$ cat src/rtl/bor_pkg.sv
package bor_pkg;
  localparam int N_DET  = 3;
  localparam int TRIP_W = 3;

  function automatic logic majority(input logic [N_DET-1:0] f);
    int ones;
    ones = 0;
    for (int i = 0; i < N_DET; i++) ones += int'(f[i]);
    return (ones * 2 > N_DET);
  endfunction
endpackage

$ cat src/rtl/bor_sync2.sv
module bor_sync2 #(
  parameter logic RST_VAL = 1'b1
) (
  input  logic clk,
  input  logic rst_n,
  input  logic d,
  output logic q
);
  logic s1;

  always_ff @(posedge clk or negedge rst_n) begin
    if (!rst_n) begin
      s1 <= RST_VAL;
      q  <= RST_VAL;
    end else begin
      s1 <= d;
      q  <= s1;
    end
  end

  // second stage follows the first one edge later
  a_r2_two_stage: assert property (@(posedge clk) disable iff (!rst_n)
    q == $past(s1));
endmodule

$ cat src/rtl/bor_vote.sv
module bor_vote
  import bor_pkg::*;
(
  input  logic             clk,
  input  logic             rst_n,
  input  logic [N_DET-1:0] flags,
  output logic             uv,
  output logic             mismatch
);
  logic disagree;

  always_comb begin
    uv       = majority(flags);
    disagree = !((&flags) || !(|flags));
  end

  always_ff @(posedge clk or negedge rst_n) begin
    if (!rst_n) mismatch <= 1'b0;
    else        mismatch <= disagree;
  end

  // mismatch reports the disagreement seen one edge earlier
  a_r9_mismatch: assert property (@(posedge clk) disable iff (!rst_n)
    mismatch == $past(disagree));
  // a vote never contradicts a unanimous set of flags
  a_r3_unanimous: assert property (@(posedge clk) disable iff (!rst_n)
    ((&flags) |-> uv) and (!(|flags) |-> !uv));
endmodule

$ cat src/rtl/bor_hold.sv
module bor_hold #(
  parameter int HOLD = 1024
) (
  input  logic clk,
  input  logic rst_n,
  input  logic trig,
  output logic active
);
  localparam int CW = $clog2(HOLD + 1);
  logic [CW-1:0] cnt;

  always_ff @(posedge clk or negedge rst_n) begin
    if (!rst_n)          cnt <= CW'(HOLD);
    else if (trig)       cnt <= CW'(HOLD);
    else if (cnt != '0)  cnt <= cnt - 1'b1;
  end

  assign active = trig || (cnt != '0);

  // any trigger reloads the full window
  a_r5_reload: assert property (@(posedge clk) disable iff (!rst_n)
    trig |=> (cnt == CW'(HOLD)));
  // without a trigger the window counts down by one per cycle
  a_r4_countdown: assert property (@(posedge clk) disable iff (!rst_n)
    (!trig && cnt != '0) |=> (cnt == CW'($past(cnt) - 1'b1)));
endmodule

$ cat src/rtl/bor_reset_ctrl.sv
module bor_reset_ctrl
  import bor_pkg::*;
#(
  parameter int             HOLD     = 1024,
  parameter logic [TRIP_W-1:0] TRIP_RST = '0
) (
  input  logic              clk,
  input  logic              rst_n,
  input  logic [N_DET-1:0]  uv_flag,
  input  logic              cfg_bypass,
  input  logic [TRIP_W-1:0] cfg_trip_code,
  output logic              rst_req,
  output logic [TRIP_W-1:0] trip_adj,
  output logic              flag_mismatch
);
  logic [N_DET-1:0] flag_s;
  logic             vote_uv;
  logic             byp_q;
  logic             released_q;
  logic             live_q;
  logic             uv_eff;

  for (genvar i = 0; i < N_DET; i++) begin : g_sync
    bor_sync2 #(.RST_VAL(1'b1)) u_sync (
      .clk(clk), .rst_n(rst_n), .d(uv_flag[i]), .q(flag_s[i])
    );
  end

  bor_vote u_vote (
    .clk(clk), .rst_n(rst_n), .flags(flag_s),
    .uv(vote_uv), .mismatch(flag_mismatch)
  );

  always_ff @(posedge clk or negedge rst_n) begin
    if (!rst_n) begin
      byp_q      <= 1'b0;
      trip_adj   <= TRIP_RST;
      released_q <= 1'b0;
      live_q     <= 1'b0;
    end else begin
      byp_q    <= cfg_bypass;
      trip_adj <= cfg_trip_code;
      live_q   <= 1'b1;
      if (!rst_req) released_q <= 1'b1;
    end
  end

  assign uv_eff = vote_uv && !(byp_q && released_q);

  bor_hold #(.HOLD(HOLD)) u_hold (
    .clk(clk), .rst_n(rst_n), .trig(uv_eff), .active(rst_req)
  );

  // adjust code is the configuration seen one edge earlier
  a_r8_trip_follow: assert property (@(posedge clk) disable iff (!rst_n)
    live_q |-> (trip_adj == $past(cfg_trip_code)));
  // all flags held high for two edges forces reset when not bypassed
  a_r6_rearm: assert property (@(posedge clk) disable iff (!rst_n)
    ($past(uv_flag) == '1 && $past(uv_flag, 2) == '1 && !byp_q) |-> rst_req);
  // an active bypass after release keeps a quiet reset quiet
  a_r7_bypass_quiet: assert property (@(posedge clk) disable iff (!rst_n)
    (released_q && byp_q && $past(released_q && byp_q) && !$past(rst_req))
      |-> !rst_req);
  // before the first release the bypass cannot drop a reset
  a_r1_no_early_bypass: assert property (@(posedge clk) disable iff (!rst_n)
    (!released_q && vote_uv) |-> rst_req);
endmodule

$ cat config.mk
export PLATFORM = sky130hd
export DESIGN_NAME = bor_reset_ctrl
export DESIGN_NICKNAME = d
export VERILOG_FILES = /design/src/rtl/bor_pkg.sv /design/src/rtl/bor_sync2.sv /design/src/rtl/bor_vote.sv /design/src/rtl/bor_hold.sv /design/src/rtl/bor_reset_ctrl.sv
export SDC_FILE = /design/constraint.sdc
export NUM_CORES = 1
export LEC_CHECK = 0
export BUFFER_PORTS_ARGS = -buffer_cell sky130_fd_sc_hd__buf_2
export CORE_AREA = 2 2 54 51
export DETAILED_ROUTE_END_ITERATION = 7
export DIE_AREA = 0 0 56 53
export PLACE_DENSITY = 0.57
export SLEW_MARGIN = 20
export SYNTH_ARGS = -nofsm -noshare
export SYNTH_HDL_FRONTEND = slang
export SYNTH_SLANG_ARGS = --single-unit
$ cat constraint.sdc
create_clock -name clk -period 1.9 [get_ports clk]
set_clock_uncertainty 0.05 [all_clocks]
set_input_delay 0.285 -clock clk [delete_from_list [all_inputs] [get_ports clk]]
set_output_delay 0.285 -clock clk [all_outputs]
set_load 0.02 [all_outputs]
==> results.ini <==
[global_route]
grt.total_usage_pct = 14.4
grt-busiest-layer = met2
met2_usage_pct = 24.1
overflow = 0
use_met3_pct = 4.40
antenna_found_initial = 0
grt_pass1_wl_mm = 3.26
met1_usage_pct = 17.1
grt_max_degree = 24
grt_pass1_vias = 735

[placement]
portBuffers = 13
place_inst = 129
gp_congestion = 0.785
place_area_um2 = 1100
post-place-ws_ns = -0.0651
dp_hpwl_mm = 1.16

[cells_and_area]
area_growth_pct = 42.9
stdcell_area_um2 = 1310
fin_cells = 147
n_antenna_cell = 0
post-route-util_pct = 54.9
num-nets-final = 132
drive_above_1_share_pct = 44.5
fillCellCount = 211

[pwr]
peakVddDrop_v = 0.000796
p_leak_nw = 0.598
report.power.total_mw = 1.59
power_density_nw_per_um2 = 1210

[worst_setup_path]
crit_fanout = 2
worstSetupEndpoint = rst_req
worst_setup_path_end_kind = primary output
rr_worst_depth = 4
cp_data_arrival_time_ns = 1.66
worst_ep_required_time_ns = 1.56
crit_type = flip-flop to primary output
crit_start = g_sync[0].u_sync.q
cp-start-kind = flip-flop
rrSetupSlack_ns = -0.01
r2r_end = u_hold.cnt[9]
rr_startpoint = u_hold.cnt[2]

[die]
core_area_um2 = 2380
num_rows = 17
ios = 14
design.die.area_um2 = 2970
initial_core_util_pct = 38.4
die_y_um = 53
die_x_um = 56

[drt]
routed_via_density = 4.95
vias = 727
drt_iter0_markers = 10
wl_per_cell_um = 12.3
postRouteAntennaNets = 0
routed_wl_mm = 1.80
firstDrtPassIters = 4
drc_errors = 0

[timing]
slew_headroom_pct = 43.4
finalSetupViolCount = 2
tns_ns = -0.0976
post-route-min-period_ns = 1.99
worstMarginPinSlew_ns = 0.849
fin_crit_sh_pct = 105
slew_viol_final = 0
rsz0062_at_grt = true
hold_viol_final = 0
timing.hold.ws_ns = 0.0259
setup_slack_ns = -0.0913
fmax_mhz = 502

[clock_network]
cts_htree_levels = 1
cts_inserted_buffers = 3
clk_latency_ns = 0.30
cts_tree = done
clkSlewWorstSetupHoldPaths_ns = 0.12
clk_path_buf_depth = 2
cts.sinks = 23
root_buffer = clkbuf_4

[yosys]
synth-edff-count = 0
yosysSeqAreaShare_pct = 63.8
synth_top_area_share_pct = 43.7
yosys.area.top_type = dfrtp_1
ys_warn_count = 0
async_flop_share_pct = 100
synth_most_common_cell = dfrtp_1
syn-num-nets = 89
synth_cell_types = 26
synth_ff_type = dfrtp_1
synth.avg_cell_area_um2 = 11.9
synth_common_cells = dfrtp_1 (16), a21oi_1 (9), dfstp_2 (7)
ys_ff_latch = 23
netlist_area_um2 = 916
netlist_instances = 77
yosys-top-cells-area = dfrtp_1 (44%), dfstp_2 (20%), a21oi_1 (4.9%)

[flow_run]
drv_cap = 0

[run_status]
status = complete, but fails checks
violations = setup timing

[min_path]
min_path_type = input pin to flip-flop

-- logic make-up (layout without fill, tap and decap cells) --
kind of cell    Yosys count  after routing  share of synthesized area (%)
simple gates             25             25                           14.8
mux                       1              1                           1.09
buf+inv                   5             47                           2.05
xor+xnor                  2              2                           1.91
flops                    23             23                           63.8
compound gates           18             18                           12.3
fa+ha+maj                 3              3                           4.10
-- critical path, stage by stage (launching register included) --
cell	delay (ns)
dfstp_2	0.56
inv_1	0.06
ha_4	0.21
a21oi_2	0.15
a21o_1	0.17
nand2b_4	0.07
buf_6	0.13
-- layer usage --
metal / up-vias / wire length, µm
met3: 4 / 71
met4: 0 / 31
li1: 356 / -
met2: 13 / 875
met1: 354 / 821
met5: - / 0
-- layout make-up --
class	count	area, µm²	share of cell area [%]
inverter	5	18.8	1.43
timing repair buffer	38	277	21.1
multi-input combinational	49	367	28.0
clock inverter	1	5.00	0.382
tap	28	35.0	2.68
clock buffer	3	22.5	1.72
sequential	23	584	44.6
-- report_power, final --
group / internal, mW / total (mW) / switching [mW]
clock: 0.0785 / 0.220 / 0.141
combinational: 0.368 / 0.663 / 0.294
sequential: 0.610 / 0.703 / 0.0932
total: 1.06 / 1.59 / 0.528
-- layout by cell type (no fill, tap or decap), types with 2 or more instances in the layout --
cell / Yosys / final
buf_4: 0 / 18
dfstp_2: 7 / 7
buf_2: 0 / 12
o21ai_0: 2 / 2
or3_1: 3 / 3
xnor2_1: 2 / 2
dfrtp_1: 16 / 16
clkbuf_4: 0 / 3
nor2_1: 5 / 5
a21oi_2: 0 / 2
a21oi_1: 9 / 7
nand2_1: 6 / 6
dlygate4sd3_1: 0 / 7
or3_2: 2 / 2
nand2b_1: 3 / 2
inv_1: 5 / 4
-- how the worst min path moves through the flow --
stage | startpoint | end | cells after the start
3_3_place_gp | rst_n | trip_adj[0] | 1
4_1_cts | uv_flag[0] | g_sync[0].u_sync.s1 | 1
5_1_grt | cfg_trip_code[0] | trip_adj[0] | 1
6_report | cfg_trip_code[0] | trip_adj[0] | 1
3_5_place_dp | rst_n | trip_adj[0] | 1
2_1_floorplan | rst_n | byp_q | 0
-- repair_timing --
item / in CTS / in global routing
setup endpoints to repair: 4 / 11
hold endpoints to repair: 18 / 4
setup buffers: 6 / 1
gates cloned: 0 / 0
hold buffers: 3 / 4
pin swaps: 8 / 1
resized for setup: 11 / 1
-- state kept, by name, summed over array words and instances, names as in the netlist --
register / cells
g_sync.u_sync.q: 3
byp_q: 1
released_q: 1
g_sync.u_sync.s1: 3
trip_adj: 3
u_vote.mismatch: 1
u_hold.cnt: 11
No activity file was read; power rests on OpenSTA's default activity.
